### src/rtl/nand_rdseq_pkg.sv
package nand_rdseq_pkg;

  typedef enum logic [1:0] {
    OP_CMD  = 2'd0,
    OP_ADDR = 2'd1,
    OP_OUT  = 2'd2
  } opKind_e;

  typedef struct packed {
    logic loadPage;
    logic rowAdv;
    logic chunkAdv;
    logic selRow;
    logic selConfirm;
  } dpStrobe_t;

  localparam logic [7:0] BYTE_READ    = 8'h00;
  localparam logic [7:0] BYTE_CONFIRM = 8'h30;
  localparam int         CHUNK_BYTES  = 512;

  function automatic int rowBytesFor(input longint devPages);
    longint rem;
    int n;
    n   = 1;
    rem = (devPages - 1) >> 8;
    while (rem != 0) begin
      n++;
      rem = rem >> 8;
    end
    return n;
  endfunction

  function automatic int widthFor(input int n);
    return (n > 1) ? $clog2(n) : 1;
  endfunction

endpackage

### src/rtl/nand_rdseq_dp.sv
module nand_rdseq_dp
  import nand_rdseq_pkg::*;
#(
  parameter int PAGE_NUM_W = 24,
  parameter int DEV_PAGES  = 131072,
  parameter int ROW_BYTES  = 3,
  parameter int CHUNKS     = 4,
  parameter int CHUNK_W    = 2
) (
  input  logic                  clk,
  input  logic                  rstN,
  input  logic [PAGE_NUM_W-1:0] pageNum,
  input  dpStrobe_t             strb,
  output logic [7:0]            opByte,
  output logic [CHUNK_W-1:0]    bufIdx,
  output logic                  rowsOk,
  output logic                  lastRow,
  output logic                  lastChunk
);

  localparam int SH_W      = (PAGE_NUM_W > 8) ? PAGE_NUM_W : 8;
  localparam int ROW_CNT_W = widthFor(ROW_BYTES);

  logic [SH_W-1:0]      pageSh;
  logic [ROW_CNT_W-1:0] rowCnt;
  logic [CHUNK_W-1:0]   chunkCnt;

  assign lastRow   = (rowCnt == ROW_CNT_W'(ROW_BYTES - 1));
  assign lastChunk = (chunkCnt == CHUNK_W'(CHUNKS - 1));
  assign bufIdx    = chunkCnt;

  always_comb begin
    if (strb.selConfirm)  opByte = BYTE_CONFIRM;
    else if (strb.selRow) opByte = pageSh[7:0];
    else                  opByte = 8'h00;
  end

  always_ff @(posedge clk or negedge rstN) begin
    if (!rstN) begin
      pageSh   <= '0;
      rowsOk   <= 1'b0;
      rowCnt   <= '0;
      chunkCnt <= '0;
    end else if (strb.loadPage) begin
      pageSh   <= SH_W'(pageNum);
      rowsOk   <= (64'(pageNum) <= 64'(DEV_PAGES));
      rowCnt   <= '0;
      chunkCnt <= '0;
    end else begin
      if (strb.rowAdv && !lastRow) begin
        pageSh <= pageSh >> 8;
        rowCnt <= rowCnt + 1'b1;
      end
      if (strb.chunkAdv && !lastChunk)
        chunkCnt <= chunkCnt + 1'b1;
    end
  end

  assert_row_range_R4: assert property (@(posedge clk) disable iff (!rstN)
    32'(rowCnt) < ROW_BYTES);

  assert_chunk_range_R8: assert property (@(posedge clk) disable iff (!rstN)
    32'(chunkCnt) < CHUNKS);

  assert_rows_decision_R5: assert property (@(posedge clk) disable iff (!rstN)
    !strb.loadPage |=> $stable(rowsOk));

endmodule

### src/rtl/nand_rdseq_ctrl.sv
module nand_rdseq_ctrl
  import nand_rdseq_pkg::*;
#(
  parameter bit LARGE_PAGE = 1'b1
) (
  input  logic      clk,
  input  logic      rstN,
  input  logic      start,
  input  logic      opDone,
  input  logic      rowsOk,
  input  logic      lastRow,
  input  logic      lastChunk,
  output logic      busy,
  output logic      done,
  output logic      opValid,
  output opKind_e   opKind,
  output dpStrobe_t strb
);

  typedef enum logic [2:0] {
    ST_IDLE, ST_RDCMD, ST_COL0, ST_COL1, ST_ROW, ST_TAIL, ST_CONF, ST_OUT
  } step_e;

  step_e step, nextStep;
  logic  gap;
  logic  advance;

  assign busy    = (step != ST_IDLE);
  assign opValid = busy && !gap;
  assign advance = opValid && opDone;

  always_comb begin
    case (step)
      ST_RDCMD: nextStep = ST_COL0;
      ST_COL0:  nextStep = LARGE_PAGE ? ST_COL1 : (rowsOk ? ST_ROW : ST_TAIL);
      ST_COL1:  nextStep = rowsOk ? ST_ROW : ST_TAIL;
      ST_ROW:   nextStep = lastRow ? ST_TAIL : ST_ROW;
      ST_TAIL:  nextStep = LARGE_PAGE ? ST_CONF : ST_OUT;
      ST_CONF:  nextStep = ST_OUT;
      ST_OUT:   nextStep = lastChunk ? ST_IDLE : ST_OUT;
      default:  nextStep = ST_IDLE;
    endcase
  end

  always_comb begin
    case (step)
      ST_RDCMD, ST_CONF: opKind = OP_CMD;
      ST_OUT:            opKind = OP_OUT;
      default:           opKind = OP_ADDR;
    endcase
  end

  always_comb begin
    strb.loadPage   = start && !busy;
    strb.rowAdv     = advance && (step == ST_ROW);
    strb.chunkAdv   = advance && (step == ST_OUT);
    strb.selRow     = (step == ST_ROW);
    strb.selConfirm = (step == ST_CONF);
  end

  always_ff @(posedge clk or negedge rstN) begin
    if (!rstN) begin
      step <= ST_IDLE;
      gap  <= 1'b0;
      done <= 1'b0;
    end else begin
      done <= 1'b0;
      if (strb.loadPage) begin
        step <= ST_RDCMD;
        gap  <= 1'b0;
      end else if (advance) begin
        step <= nextStep;
        gap  <= (nextStep != ST_IDLE);
        done <= (nextStep == ST_IDLE);
      end else if (gap) begin
        gap <= 1'b0;
      end
    end
  end

  assert_idle_quiet_R1: assert property (@(posedge clk) disable iff (!rstN)
    !busy |-> !opValid);

  assert_hold_R7: assert property (@(posedge clk) disable iff (!rstN)
    (opValid && !opDone) |=> (opValid && $stable(step)));

  assert_clear_gap_R7: assert property (@(posedge clk) disable iff (!rstN)
    (opValid && opDone) |=> !opValid);

  assert_done_idle_R9: assert property (@(posedge clk) disable iff (!rstN)
    done |-> !busy);

  assert_done_pulse_R9: assert property (@(posedge clk) disable iff (!rstN)
    done |=> !done);

  assert_start_ignored_R10: assert property (@(posedge clk) disable iff (!rstN)
    (busy && start && !opDone) |=> (busy && $stable(step)));

endmodule

### src/rtl/nand_read_seq.sv
module nand_read_seq
  import nand_rdseq_pkg::*;
#(
  parameter int PAGE_BYTES = 2048,
  parameter int DEV_PAGES  = 131072,
  parameter int PAGE_NUM_W = 24,
  localparam int CHUNKS    = (PAGE_BYTES / CHUNK_BYTES > 0) ? PAGE_BYTES / CHUNK_BYTES : 1,
  localparam int CHUNK_W   = widthFor(CHUNKS)
) (
  input  logic                  clk,
  input  logic                  rstN,
  input  logic                  start,
  input  logic [PAGE_NUM_W-1:0] pageNum,
  output logic                  busy,
  output logic                  done,
  output logic                  opValid,
  output logic [1:0]            opType,
  output logic [7:0]            opByte,
  output logic [CHUNK_W-1:0]    opBufIdx,
  input  logic                  opDone
);

  localparam int ROW_BYTES  = rowBytesFor(longint'(DEV_PAGES));
  localparam bit LARGE_PAGE = (PAGE_BYTES > CHUNK_BYTES);

  dpStrobe_t strb;
  opKind_e   opKind;
  logic      rowsOk, lastRow, lastChunk;

  nand_rdseq_ctrl #(
    .LARGE_PAGE(LARGE_PAGE)
  ) u_ctrl (
    .clk      (clk),
    .rstN     (rstN),
    .start    (start),
    .opDone   (opDone),
    .rowsOk   (rowsOk),
    .lastRow  (lastRow),
    .lastChunk(lastChunk),
    .busy     (busy),
    .done     (done),
    .opValid  (opValid),
    .opKind   (opKind),
    .strb     (strb)
  );

  nand_rdseq_dp #(
    .PAGE_NUM_W(PAGE_NUM_W),
    .DEV_PAGES (DEV_PAGES),
    .ROW_BYTES (ROW_BYTES),
    .CHUNKS    (CHUNKS),
    .CHUNK_W   (CHUNK_W)
  ) u_dp (
    .clk      (clk),
    .rstN     (rstN),
    .pageNum  (pageNum),
    .strb     (strb),
    .opByte   (opByte),
    .bufIdx   (opBufIdx),
    .rowsOk   (rowsOk),
    .lastRow  (lastRow),
    .lastChunk(lastChunk)
  );

  assign opType = opKind;

endmodule

### config.mk
export PLATFORM = sky130hd
export DESIGN_NAME = nand_read_seq
export DESIGN_NICKNAME = d
export VERILOG_FILES = /design/src/rtl/nand_rdseq_pkg.sv /design/src/rtl/nand_rdseq_dp.sv /design/src/rtl/nand_rdseq_ctrl.sv /design/src/rtl/nand_read_seq.sv
export SDC_FILE = /design/constraint.sdc
export NUM_CORES = 1
export LEC_CHECK = 0
export ABC_CLOCK_PERIOD_IN_PS = 2100
export BUFFER_PORTS_ARGS = -buffer_cell sky130_fd_sc_hd__buf_2
export CORE_MARGIN = 5
export CORE_UTILIZATION = 25
export DETAILED_ROUTE_END_ITERATION = 8
export GPL_TIMING_DRIVEN = 0
export HOLD_SLACK_MARGIN = 0.12
export PLACE_DENSITY = 0.56
export SETUP_SLACK_MARGIN = 0.3
export SLEW_MARGIN = 20
export SYNTH_ARGS = -nofsm -noshare
export SYNTH_HDL_FRONTEND = slang
export SYNTH_SLANG_ARGS = --single-unit
export TNS_END_PERCENT = 5
### constraint.sdc
create_clock -name clk -period 2.1 [get_ports clk]
set_input_delay 0.105 -clock clk [delete_from_list [all_inputs] [get_ports clk]]
set_output_delay 0.105 -clock clk [all_outputs]
set_load 0.005 [all_outputs]
# --- Word level (Yosys, flattened, before mapping) ---
# Index checks and enable logic that the tools add are counted.
op_classes:
  add_sub_neg: 2
  mul: 0
  div: 0
  order_cmp: 1
  eq_ne: 9
  shifts: 0
  mux: 19
  bitwise_logic: 0
  reduce_logical: 18
ops:
  columns: ["op", "n"]
  rows:
  - ["$mux 24", 2]
  - ["$le 24x18->1 const B", 1]
  - ["$pmux 3 s7", 1]
  - ["$mux 8", 2]
  - ["$eq 3x3->1 const B", 4]
  - ["$mux 3", 3]
  - ["$mux 2", 4]
  - ["$logic_and 1x1->1", 7]
  - ["$eq 3x2->1 const B", 2]
  - ["$mux 1", 6]
  - ["$reduce_bool 2->1", 3]
  - ["$reduce_bool 3->1", 2]
  - ["$add 2x1->2 const B", 2]
  - ["$eq 2x2->1 const B", 2]
  - ["$logic_not 1->1", 4]
  - ["$pmux 2 s2", 1]
  - ["$eq 3x1->1 const B", 1]
  - ["$logic_not 3->1", 1]
  - ["$reduce_or 2->1", 1]
word_totals:
  reg_bits: 34
  latch_bits: 0
  ramBits: 0
  mem_bits_ro: 0
  in_bits: 28
  out_inout_bits: 15
  n_memories: 0

# --- Depth between registers and ports, before layout ---
logic_depth:
  word_depth: 7
  ltp_mapped: 7
  ltp_nobuf: 6

# --- Hierarchy ---
# From an unflattened synthesis, not the netlist that was laid out.
unflattened:
  cells_unflattened: 181
  hier_area_um2: 1749.2
by_module_without_submodules:
  columns: ["module", "instances", "cells_each", "area_each_um2"]
  rows:
  - ["nand_rdseq_dp", 1, 144, 1382.6]
  - ["nand_rdseq_ctrl", 1, 37, 366.6]

# --- Least setup slack after synthesis ---
# OpenSTA, ideal clock, no wires.
synth_timing:
  kind: "register to register"
  from: "register u_ctrl.step[0]"
  to: "register u_dp.pageSh[0]"
  t_arrival_ns: 1.597
  t_required_ns: 1.977
  path_slack_ns: 0.380
  path_stages_with_launch: 8
  path_buffers: 3
  period_less_slack_ns: 1.720
  cell_sequence: "dfrtp_1 buf_6 nand2b_4 or4_4 buf_6 buf_6 mux2i_1 o21ai_1"
synth_between:
  elab_chain_cells: 6
  word_cells_on_any_way: 10
synth_rtl:
  columns: ["item", "line_no", "source"]
  rows:
  - ["start: declaration", "nand_rdseq_ctrl.sv:24", "step_e step, nextStep;"]
  - ["start signal: assignment", "nand_rdseq_ctrl.sv:72", "step <= nextStep;"]
  - ["$reduce_bool 3->1", "nand_rdseq_ctrl.sv:28", "assign busy = (step != ST_IDLE);"]
  - ["$logic_and 1x1->1", "nand_rdseq_ctrl.sv:29", "assign opValid = busy && !gap;"]
  - ["$logic_and 1x1->1", "nand_rdseq_ctrl.sv:30", "assign advance = opValid && opDone;"]
  - ["$logic_and 1x1->1", "nand_rdseq_ctrl.sv:55", "strb.rowAdv = advance && (step == ST_ROW);"]
  - ["$logic_and 1x1->1", "nand_rdseq_dp.sv:50", "if (strb.rowAdv && !lastRow) begin"]
  - ["$reduce_bool 2->1 (no line)", null, null]
  - ["end signal: assignment", "nand_rdseq_dp.sv:45", "pageSh <= SH_W'(pageNum);"]
  - ["end signal: assignment", "nand_rdseq_dp.sv:51", "pageSh <= pageSh >> 8;"]
  - ["end: declaration", "nand_rdseq_dp.sv:24", "logic [SH_W-1:0] pageSh;"]
# Parallel ways exist; a longest one is shown, timed or not.
# A chain may end at the register's enable or synchronous reset.

# --- Worst setup path in the final report ---
layout_timing:
  from: "register u_ctrl.step[0]"
  to: "register u_dp.rowCnt[1]"
layout_between:
  elab_chain_cells: 6
  word_cells_on_any_way: 10
layout_rtl:
  columns: ["item", "line_no", "source"]
  rows:
  - ["$reduce_bool 3->1", "nand_rdseq_ctrl.sv:28", null]
  - ["$logic_and 1x1->1", "nand_rdseq_ctrl.sv:29", null]
  - ["$logic_and 1x1->1", "nand_rdseq_ctrl.sv:30", null]
  - ["$logic_and 1x1->1", "nand_rdseq_ctrl.sv:55", null]
  - ["$logic_and 1x1->1", "nand_rdseq_dp.sv:50", null]
  - ["$reduce_bool 2->1 (no line)", null, null]
  - ["end signal: assignment", "nand_rdseq_dp.sv:52", "rowCnt <= rowCnt + 1'b1;"]
  - ["end: declaration", "nand_rdseq_dp.sv:25", "logic [ROW_CNT_W-1:0] rowCnt;"]
# Parallel ways exist; a longest one is shown, timed or not.

==> impl_results.md <==
* Initial antenna violation count at 0
* # setup viols final at 0
* P&R area growth vs syn at 51.9%
* CTS buffer count at 5
* Reg-to-reg endpoint: u_dp.rowCnt[1]
* Hold path cells at 3
* Starting Density at a little over a quarter
* Main synth FF type: dfrtp_1
* Initial DRT Pass Iterations at 5
* Tightest Hold Check Type: in2reg
* Final Hold Fails at 0
* Worst IR Drop VDD at 0.000380 V
* Share of the yosys chip area belonging to registers at about half
* Yosys Warn Count at 0
* Synth area leader: dfrtp_1
* Gr usage total at about 12%
* Starting DRT DRC Count at between 60 and 70
* HPWL after detailed placement at between 3 and 4 mm
* ANT nets after route at 0
* Worst-margin pin slew at 761 ps
* Slew headroom at approximately 50%
* Cell count after synthesis at 165
* Top-area cell type share of the netlist area at 50.6%
* Most frequent cells after synthesis: 34 x dfrtp_1, 18 x nand2_1, 17 x mux2i_1
* Synth area leaders: dfrtp_1 51%, mux2i_1 10%, a22o_1 4.2%, nand2_1 4.0%, nor2_1 3.4%
* Leak at approximately 1.3 nW
* Via count at 1,497
* Congestion Overflow GR at 0
* Setup CP Type: reg2reg
* Average cell area after synthesis at 10.2 um2
* Synth Register Bits at 34
* # rows at 29
* Power per cell area at 1120 nW/um2
* Clock net sink count at 34
* Clock-pin slew on the worst setup and hold paths at approximately 80 ps
* CTS Root Cell: clkbuf_8
* Die area at around 8500 um2
* Mapped cell area at roughly 1700 um2
* Final core occ at between 30% and 40%
* Wire per inst at 14.4 um
* Vias in the first global route at approximately 1,500
* Worst Setup End Kind: flip-flop
* RePlAce Congestion at roughly 0.74
* Max_cap viols at 0
* DIE HEIGHT at slightly above 90 um
* Final period utilization at between 80% and 90%
* CTS tree: done
* Worst Hold End: u_ctrl.gap
* Reg2reg start: u_ctrl.step[0]
* Core Area at 6460 um2
* R2R cell count at 7
* # port buffers at 42
* Drt total wl at about 4.7 mm
* Share of layout cells above drive strength 1 at 31.1%
* Highest clock rate at around 540 MHz
* Hold path startpoint: opDone
* Status: finished, final reports clean
* Worst reg2reg setup slack at between 200 and 300 ps
* Crit path DAT at just over 2000 ps
* Clock Latency Late Sink at slightly below 300 ps
* Max-slew violations at 0
* First-pass GRT wire length at between 7 and 8 mm
* CP Launch Type: flip-flop
* Post-synth net total at between 150 and 200
* Top-Level Pins at 43
* H-tree levels at 2
* Total Negative Setup Slacks at 0 ps
* Critical Path Fanout Max at 4
* Yosys cell types at 32
* Fraction of registers with async set/reset at 100%
* Via density at ~4.6
* Die extent in x at about 92 um
* Longest Clk Path Bufs at 2
* DRC at 0
* Post-layout minimum cycle time at around 1800 ps
* RSZ-0062 raised after global routing: yes
* Clock Skew at between 9 and 10 ps
* Ant diodes at 0
* Nets at 280
* Crit path required time at 2310 ps
* Most frequent cell after synthesis: dfrtp_1
* Number of synthesized flops with an enable pin at 0
* Largest net degree at the start of global routing at 35
per-stage QoR:
step                cells  total power [W]  hold WS [ps]  area [um2]  worst slack, ps
finish                328          0.00286           238        2550              257
global placement      284          0.00197           230        1990              181
CTS                   327          0.00285           229        2530              242
detailed placement    284          0.00200           228        1990              196
global route          328          0.00307           254        2550              195
floorplan             165          0.00170          -191        1680              380
timing repair:
item / CTS / global route
resized for setup: 14 / 6
pin swaps: 3 / 2
gates cloned: 2 / 0
hold buffers: 25 / 0
buffers inserted: 8 / 1
endpoints found under the setup margin: 30 / 35
endpoints found under the hold margin: 58 / 0
worst max-delay path: stages, from the launching register on:
cell and delay [ps]:
dfrtp_1 400, buf_6 130, nand2b_4 130, or4_4 520, buf_6 150, buf_16 120
or2_0 190, a21oi_1 120
kinds of logic after synthesis:
kind of cell / count (synthesis) / synth area share, %
AND/OR/NAND/NOR: 58 / 18.1
multiplexers: 17 / 10.1
AO/OA/AOI/OAI: 35 / 13.0
buffers and inverters: 17 / 5.58
flip-flops: 34 / 50.6
XOR/XNOR: 2 / 1.04
adder cells (fa/ha/maj): 2 / 1.49
cell usage in the layout, fill, tap and decap left out, types with 2 or more instances in the layout:
master | synthesis | final
inv_1 | 6 | 6
buf_12 | 0 | 2
clkbuf_4 | 0 | 3
bufinv_16 | 0 | 2
buf_16 | 0 | 2
a21oi_1 | 5 | 5
o22ai_1 | 2 | 2
buf_2 | 6 | 43
dfrtp_1 | 34 | 34
buf_4 | 0 | 10
buf_6 | 3 | 3
nor2_1 | 15 | 14
o21ai_1 | 8 | 9
nand2b_1 | 2 | 2
a22o_1 | 8 | 8
nand2_1 | 18 | 18
dlygate4sd3_1 | 0 | 25
xnor2_1 | 2 | 2
clkbuf_8 | 0 | 5
mux2i_1 | 17 | 16
o21ai_0 | 9 | 8
and3_1 | 2 | 2
and2_1 | 7 | 7
nor4_1 | 4 | 4
ha_1 | 2 | 2
area by class of cell:
cell class / count / area [um2]
flip-flops and latches: 34 / 851
plain buffers: 11 / 106
fillers: 654 / 3910
well taps: 77 / 96.3
multi-input cells: 114 / 748
repair buffers: 78 / 591
clock inverters: 3 / 68.8
inverters: 6 / 22.5
clock buffers: 5 / 68.8
routing by layer:
| metal | global-route usage (%) | share of wire, % |
|---|---|---|
| met5 | 0 | 0 |
| met4 | 3.34 | 1.8 |
| met3 | 3.03 | 3.9 |
| met2 | 18.2 | 48 |
| met1 | 15.5 | 46 |
state kept, by name, summed over array words and instances, names as in the netlist:
| signal | cells |
|---|---|
| u_ctrl.done | 1 |
| u_dp.bufIdx | 2 |
| u_dp.rowsOk | 1 |
| u_dp.rowCnt | 2 |
| u_ctrl.gap | 1 |
| u_dp.pageSh | 24 |
| u_ctrl.step | 3 |
where the power goes:
part | total (W) | leakage (nW) | internal [W] | switching [W]
logic | 0.00101 | 0.810 | 0.000546 | 0.000461
registers | 0.00114 | 0.434 | 0.000951 | 0.000187
clock network | 0.000719 | 0.0683 | 0.000475 | 0.000244
how the worst max path moves through the flow:
stage	startpoint	to	depth (start not counted)
after global routing	u_ctrl.step[0]	u_dp.pageSh[12]	7
final	u_ctrl.step[0]	u_dp.rowCnt[1]	7
after detailed placement	u_ctrl.step[2]	u_dp.rowsOk	6
after CTS	u_ctrl.step[0]	u_dp.rowCnt[1]	7
after global placement	u_ctrl.step[2]	u_dp.rowsOk	6
after floorplan	u_ctrl.step[0]	u_dp.pageSh[0]	7
(Power assumes the default switching activity.)
